===== config.mk =====
export PLATFORM = sky130hd
export DESIGN_NAME = sc_edge_rx
export DESIGN_NICKNAME = d
export VERILOG_FILES = /design/src/rtl/sc_rx_pkg.sv /design/src/rtl/sc_rx_sync.sv /design/src/rtl/sc_rx_timer.sv /design/src/rtl/sc_rx_assembler.sv /design/src/rtl/sc_edge_rx.sv
export SDC_FILE = /design/constraint.sdc
export NUM_CORES = 1
export LEC_CHECK = 0
export ABC_AREA = 1
export BUFFER_PORTS_ARGS = -buffer_cell sky130_fd_sc_hd__buf_2
export CAP_MARGIN = 5
export CORE_MARGIN = 4
export CORE_UTILIZATION = 40
export DETAILED_ROUTE_END_ITERATION = 12
export SLEW_MARGIN = 20
export SYNTH_ARGS = -nofsm -noshare
export SYNTH_HDL_FRONTEND = slang
export SYNTH_HIERARCHICAL = 1
export SYNTH_SLANG_ARGS = --single-unit

===== constraint.sdc =====
create_clock -name clk -period 2.52 [get_ports clk]
set_input_delay 0.756 -clock clk [delete_from_list [all_inputs] [get_ports clk]]
set_output_delay 0.756 -clock clk [all_outputs]
set_load 0.02 [all_outputs]

===== src/rtl/sc_rx_pkg.sv =====
package sc_rx_pkg;

  localparam int EDGE_W = 8;

  typedef enum logic [1:0] {
    PH_IDLE = 2'd0,
    PH_WAIT = 2'd1,
    PH_BIT  = 2'd2
  } phase_t;

  // Edge count strictly inside the open band (lo, hi) decodes as a 1-bit.
  function automatic logic decide_bit(input logic [EDGE_W-1:0] n,
                                      input int lo, input int hi);
    return (int'(n) > lo) && (int'(n) < hi);
  endfunction

  // Saturating increment of an edge count.
  function automatic logic [EDGE_W-1:0] sat_inc(input logic [EDGE_W-1:0] n,
                                                input logic inc);
    if (inc && (n != {EDGE_W{1'b1}})) return n + 1'b1;
    return n;
  endfunction

  // Requested bit count limited to the word width.
  function automatic int clip_count(input int req, input int width);
    return (req > width) ? width : req;
  endfunction

endpackage


===== src/rtl/sc_rx_sync.sv =====
module sc_rx_sync (
  input  logic clk,
  input  logic rst_n,
  input  logic clr_prev,
  input  logic din,
  output logic edge_evt
);
  logic s1, s2, prev;

  always_ff @(posedge clk or negedge rst_n) begin
    if (!rst_n) begin
      s1   <= 1'b0;
      s2   <= 1'b0;
      prev <= 1'b0;
    end else begin
      s1   <= din;
      s2   <= s1;
      prev <= clr_prev ? 1'b0 : s2;
    end
  end

  assign edge_evt = (s2 != prev);
endmodule


===== src/rtl/sc_rx_timer.sv =====
module sc_rx_timer
  import sc_rx_pkg::*;
#(
  parameter int WAIT_TICKS = 490,
  parameter int BIT_TICKS  = 150
) (
  input  logic clk,
  input  logic rst_n,
  input  logic start,
  input  logic arm,
  input  logic tick_en,
  input  logic last_bit,
  output logic win_open,
  output logic win_close,
  output logic in_bit,
  output logic busy
);
  localparam int MAXT = (WAIT_TICKS > BIT_TICKS) ? WAIT_TICKS : BIT_TICKS;
  localparam int TW   = $clog2(MAXT + 1);
  localparam logic [TW-1:0] WAIT_END = TW'(WAIT_TICKS - 1);
  localparam logic [TW-1:0] BIT_END  = TW'(BIT_TICKS - 1);

  phase_t        ph;
  logic [TW-1:0] tcnt;

  assign win_open  = !start && tick_en && (ph == PH_WAIT) && (tcnt == WAIT_END);
  assign win_close = !start && tick_en && (ph == PH_BIT)  && (tcnt == BIT_END);
  assign in_bit    = (ph == PH_BIT);
  assign busy      = (ph != PH_IDLE);

  always_ff @(posedge clk or negedge rst_n) begin
    if (!rst_n) begin
      ph   <= PH_IDLE;
      tcnt <= '0;
    end else if (start) begin
      ph   <= arm ? PH_WAIT : PH_IDLE;
      tcnt <= '0;
    end else if (tick_en) begin
      unique case (ph)
        PH_WAIT: begin
          if (win_open) begin
            ph   <= PH_BIT;
            tcnt <= '0;
          end else begin
            tcnt <= tcnt + 1'b1;
          end
        end
        PH_BIT: begin
          if (win_close) begin
            tcnt <= '0;
            if (last_bit) ph <= PH_IDLE;
          end else begin
            tcnt <= tcnt + 1'b1;
          end
        end
        default: tcnt <= '0;
      endcase
    end
  end
endmodule


===== src/rtl/sc_rx_assembler.sv =====
module sc_rx_assembler
  import sc_rx_pkg::*;
#(
  parameter int WORD_W = 16,
  parameter int CNT_W  = 5,
  parameter int LO_THR = 20,
  parameter int HI_THR = 60
) (
  input  logic              clk,
  input  logic              rst_n,
  input  logic              start,
  input  logic [CNT_W-1:0]  req_bits,
  input  logic              win_open,
  input  logic              win_close,
  input  logic              in_bit,
  input  logic              edge_evt,
  output logic              last_bit,
  output logic [EDGE_W-1:0] edge_cnt,
  output logic [WORD_W-1:0] mask,
  output logic [WORD_W-1:0] word,
  output logic              valid
);
  logic [CNT_W-1:0]  target, done;
  logic [EDGE_W-1:0] closing_cnt;
  logic              bit_val;
  logic [CNT_W-1:0]  req_clip;

  assign req_clip    = CNT_W'(clip_count(int'(req_bits), WORD_W));
  assign last_bit    = (done == target - 1'b1);
  assign closing_cnt = sat_inc(edge_cnt, edge_evt);
  assign bit_val     = decide_bit(closing_cnt, LO_THR, HI_THR);

  always_ff @(posedge clk or negedge rst_n) begin
    if (!rst_n) begin
      target   <= '0;
      done     <= '0;
      edge_cnt <= '0;
      mask     <= WORD_W'(1);
      word     <= '0;
      valid    <= 1'b0;
    end else if (start) begin
      target   <= req_clip;
      done     <= '0;
      edge_cnt <= '0;
      mask     <= WORD_W'(1);
      word     <= '0;
      valid    <= (req_clip == '0);
    end else begin
      valid <= 1'b0;
      if (win_close) begin
        if (bit_val) word <= word | mask;
        mask     <= mask << 1;
        done     <= done + 1'b1;
        edge_cnt <= '0;
        valid    <= last_bit;
      end else if (win_open) begin
        edge_cnt <= '0;
      end else if (in_bit) begin
        edge_cnt <= closing_cnt;
      end
    end
  end
endmodule


===== src/rtl/sc_edge_rx.sv =====
module sc_edge_rx #(
  parameter int WAIT_TICKS = 490,
  parameter int BIT_TICKS  = 150,
  parameter int LO_THR     = 20,
  parameter int HI_THR     = 60,
  parameter int WORD_W     = 16,
  localparam int CNT_W     = $clog2(WORD_W) + 1
) (
  input  logic              clk,
  input  logic              rst_n,
  input  logic              frame_sync,
  input  logic [CNT_W-1:0]  bit_count,
  input  logic              tick_en,
  input  logic              rx_in,
  output logic [WORD_W-1:0] rx_word,
  output logic              rx_valid
);
  logic                          edge_evt, win_open, win_close, in_bit, busy;
  logic                          last_bit;
  logic                          arm;
  logic [sc_rx_pkg::EDGE_W-1:0]  edge_cnt;
  logic [WORD_W-1:0]             mask;

  assign arm = (bit_count != '0);

  sc_rx_sync u_sync (
    .clk(clk), .rst_n(rst_n), .clr_prev(frame_sync),
    .din(rx_in), .edge_evt(edge_evt)
  );

  sc_rx_timer #(.WAIT_TICKS(WAIT_TICKS), .BIT_TICKS(BIT_TICKS)) u_timer (
    .clk(clk), .rst_n(rst_n), .start(frame_sync), .arm(arm),
    .tick_en(tick_en), .last_bit(last_bit),
    .win_open(win_open), .win_close(win_close), .in_bit(in_bit), .busy(busy)
  );

  sc_rx_assembler #(.WORD_W(WORD_W), .CNT_W(CNT_W),
                    .LO_THR(LO_THR), .HI_THR(HI_THR)) u_asm (
    .clk(clk), .rst_n(rst_n), .start(frame_sync), .req_bits(bit_count),
    .win_open(win_open), .win_close(win_close), .in_bit(in_bit),
    .edge_evt(edge_evt), .last_bit(last_bit), .edge_cnt(edge_cnt),
    .mask(mask), .word(rx_word), .valid(rx_valid)
  );
endmodule


; Yosys cells after proc, flatten, opt, wreduce, memory -nomap -nowiden
; Index checks and enable logic that the tools add are counted.
[classes]
magnitude_cmp = 3
bitwise = 1
eq_ne = 10
muxes = 30
addsub = 4
n_reduce_logical = 17
[op_table]
columns = operator, count
row1 = $mux W16, 5
row2 = $mux W8, 6
row3 = $mux W9, 4
row4 = $pmux W9 S2, 1
row5 = $or A16 B16 Y16, 1
row6 = $mux W5, 3
row7 = $mux W2, 5
row8 = $add A9 B1 Y9 const B, 1
row9 = $eq A9 B8 Y1 const B, 1
row10 = $eq A9 B9 Y1 const B, 1
row11 = $ne A3 B2 Y1 const B, 3
row12 = $add A8 B1 Y8 const B, 1
row13 = $gt A8 B5 Y1 const B, 1
row14 = $lt A8 B6 Y1 const B, 1
row15 = $ne A8 B8 Y1 const B, 1
row16 = $logic_and A1 B1 Y1, 7
row17 = $reduce_bool A2 Y1, 3
row18 = $add A5 B1 Y5 const B, 1
row19 = $eq A5 B5 Y1, 1
row20 = $gt A5 B5 Y1 const B, 1
row21 = $logic_not A5 Y1, 1
row22 = $mux W1, 5
row23 = $reduce_and A5 Y1, 1
row24 = $reduce_bool A5 Y1, 1
row25 = 9 further kinds, 9
[totals]
register_bits = 65
output_inout_bits = 17

; Logic depth before layout (Yosys ltp)
[depth]
word_depth = 9
depth_mapped = 14
mapped_depth_nobuf = 13

; Hierarchy
; Netlist, hierarchy kept.
[by_module_without_submodules]
columns = module, area_each_um2, instances, cells_each
row1 = sc_rx_assembler, 2622.5, 1, 286
row2 = sc_rx_timer, 829.5, 1, 113
row3 = sc_rx_sync, 97.6, 1, 9
row4 = sc_edge_rx, 16.3, 1, 4

; Worst setup path after synthesis
; OpenSTA, ideal clock, no wires.
[synth_timing]
path_type = register to register
from = reg u_timer.ph[0]
to = reg u_asm.word[15]
synth_period_minus_slack_ps = 2341
t_required_ps = 2442
n_path_buf = 1
path_stages_with_launch = 14
slack_ps = 179
arrival_ps = 2263
path_cell_list = dfrtp_1 inv_1 ha_1 nand2_1 nor2_1 inv_1 nor4_1 inv_1 nor2_1 nand3_1 a21oi_4 buf_6 nand4_1 a21oi_1
[synth_via]
elab_chain_len = 5
[synth_lines]
columns = item, line_no
row1 = "start, declared", sc_rx_timer.sv:23  ; phase_t ph;
row2 = "start signal, assigned", sc_rx_timer.sv:36  ; ph <= arm ? PH_WAIT : PH_IDLE;
row3 = $eq A2 B2 Y1, --
row4 = net in_bit, sc_edge_rx.sv:18  ; logic edge_evt, win_open, win_close, in_bit, busy;
row5 = $logic_and A1 B1 Y1 (2 in series), sc_rx_timer.sv:27  ; assign win_close = !start && tick_en && (ph == PH_BIT) && (tcnt == BIT_END);
row6 = net win_close, sc_edge_rx.sv:18
row7 = $reduce_bool A2 Y1 (no source line), --
row8 = $reduce_and A2 Y1 (no source line), --
row9 = "end signal, assigned", sc_rx_assembler.sv:51  ; if (bit_val) word <= word | mask;
row10 = "end, declared", sc_rx_assembler.sv:20  ; output logic [WORD_W-1:0] word,
; The timed path passes the listed nets, and every way through them passes these cells.
; A chain may end at the register's enable or synchronous reset.

; Worst setup path in the final report
[layout_timing]
from = reg u_timer.ph[0]
to = reg u_asm.word[11]
; Same word-level chain as after synthesis.

==> flow_summary.yaml <==
synth:
  synth.yosys.warnings: 6
  postSynthCellCount: 411
  synth_area_mm2: 0.00356
  synth.net_count: 429
  syn-mean-instance-area_um2: 8.67
global_routing:
  grt_use_total: 0.159
  grt_pass1_vias: 2901
  grt_max_degree: 66
  global_route_wire_length_before_repair_um: 13100
  antenna_found_initial: 0
  grt_overflow_total: 0
worst_setup_path:
  crit_slowest_cell: "sky130_fd_sc_hd__dfrtp_1"
  critical_path_arrival_ps: 2530
  critPathMaxFanout: 16
  critical-path-max-stage-delay_ps: 400
  cp_common_cell: "sky130_fd_sc_hd__inv_1"
  critical_path.endpoint: "u_asm/word[11]"
  critical_path.startpoint: "u_timer/ph[0]"
  setup.worst_path.start_class: "flop"
  critical_register_to_register_path_endpoint: "u_asm/word[11]"
  reg2reg_from: "u_timer/ph[0]"
  worst-r2r-setup-slack_ps: 250
  worst_setup_path_end_kind: "flop"
  cp_cell_sequence: "inv_1, ha_1, nand2_1, nor2_1, inv_1, nor4_1, inv_1, nor2_1, nand3_1, a21oi_4, buf_12, nand4_1, a21oi_1"
  critical_path_required_ps: 2780
  number_of_cells_on_the_worst_reg_to_reg_path: 13
  criticalPathCategory: "flop to flop"
routing:
  overall_via_count_from_detail_route: 2814
  drtAntennaViolNets: 0
  drt-pass1-iter-count: 4
  wl_per_cell_um: 13.3
  routed_via_density: 5.01
  dr.first_iter.drc_count: 141
  detail_route.drc_violations: 0
  wirelength_um: 7480
cells_and_area:
  finish.net_count: 467
  syn_to_final_growth_pct: 13.7
  multi_input_comb_area_mm2: 0.00155
  antenna_cells: 0
  fin_cells: 562
  final_core_utilization: 0.467
  layout.filler_cells: 858
  drive_gt1_frac: 0.211
  finish.instance_area_mm2: 0.00405
  regArea_mm2: 0.00163
sta:
  final.period_utilization: 0.900
  tightest_slew_ps: 473
  hold-worst-slack_ps: 343
  slew-limit-headroom: 0.684
  maxClockFrequency_mhz: 441
  time_the_worst_path_needs_with_i_o_delays_and_setup_ps: 2270
  post_route_setup_slack_ps: 252
  worst_case_clock_skew_ps: 14.2
  setup_violations: 0
  fin_tns_setup_ps: 0
  hold_viol: 0
  finalMaxSlewViolations: 0
  rsz0062_at_grt: "no"
floorplan:
  boundaryPins: 27
  die-height_um: 102
  die_x_um: 102
  initial_utilization: 0.410
  core.rowCount: 34
  core_area_mm2: 0.00868
  fp.dieArea_mm2: 0.0105
cts:
  post_cts_buffers: 0
  ctsResizeCount: 0
  cts_root_buffer: "sky130_fd_sc_hd__clkbuf_8"
  cts.htree.levels: 3
  cts-root-to-sink-buffers: 2
  tritoncts_num_sinks: 65
  cts_buffers: 9
  cts_hold_buffers: 0
  cts_tree: "yes"
  cts.reportedPaths.clkPinSlew_ps: 90
  clk_latency_ps: 350
placement:
  port-buffer-count: 26
  placedInstanceArea_mm2: 0.00385
  placedCellCount: 546
  routability_congestion_estimate_from_global_placement: 0.879
  dpl_worst_slack_ps: 109
  place_hpwl_um: 5380
worst_hold_path:
  hold-path-cell-count: 0
  timing.hold.worst.class: "flop to flop"
run:
  drv.max_cap_violation_count: 0
power_and_ir_drop:
  pleak_nw: 1.92
  irDropWorstVdd_v: 0.000444
  power_density_mw_per_mm2: 604
  post-layout-total-power_mw: 2.45
run_status:
  result_of_the_run: "complete, no violations"
[state kept, by name, summed over array words and instances (netlist names)]
| signal | flops |
|---|---|
| u_asm/done | 5 |
| u_sync/s1 | 1 |
| u_timer/tcnt | 9 |
| u_asm/mask | 16 |
| u_asm/word | 16 |
| u_asm/valid | 1 |
| u_asm/target | 5 |
| u_timer/ph | 2 |
| u_sync/s2 | 1 |
| u_asm/edge_cnt | 8 |
| u_sync/prev | 1 |
[metal layers]
metal,routed length [um],vias to the layer above,global-route usage,part of all wire
met3,279,7,0.0341,0.037
met1,3460,1332,0.201,0.46
met2,3640,47,0.262,0.49
met4,104,0,0.0696,0.014
li1,-,1428,-,-
met5,0,-,0,0
[worst max-delay path: cells and delay by family (launching register included)]
family	cells	cell delay [ps]
simple gates	6	920
compound gates	2	310
fa+ha+maj	1	170
flops	1	400
buf+inv	4	390
[report_power, final]
| group | internal, mW | switching (mW) | leakage, nW | total [mW] |
|---|---|---|---|---|
| clock network | 0.465 | 0.453 | 0.100 | 0.919 |
| registers | 1.08 | 0.0382 | 0.886 | 1.12 |
| logic | 0.144 | 0.266 | 0.935 | 0.410 |
[how the worst min path moves through the flow]
stage / from / endpoint
after floorplan: u_sync/s1 / u_sync/s2
after global placement: u_sync/s1 / u_sync/s2
after detailed placement: u_sync/s1 / u_sync/s2
after CTS: u_sync/s1 / u_sync/s2
after global routing: u_sync/s1 / u_sync/s2
final: u_sync/s1 / u_sync/s2
[area by class of cell]
cell class	count	area share
timing repair buffer	37	0.0587
tap	108	0.0334
multi-input combinational	255	0.381
inverter	81	0.0750
sequential	65	0.402
clock buffer	9	0.0306
clock inverter	7	0.0191
[cells in the final DEF, fill, tap and decap left out, drive strengths merged, types with 8 or more instances in the layout]
cell / instances
a21oi: 25
buf: 37
clkbuf: 9
dfrtp: 64
ha: 8
inv: 83
nand2: 75
nand3: 28
nand4: 25
nor2: 32
o21ai: 16
o22ai: 22
xor2: 8
Note: power is estimated with default switching activity, not from simulation.
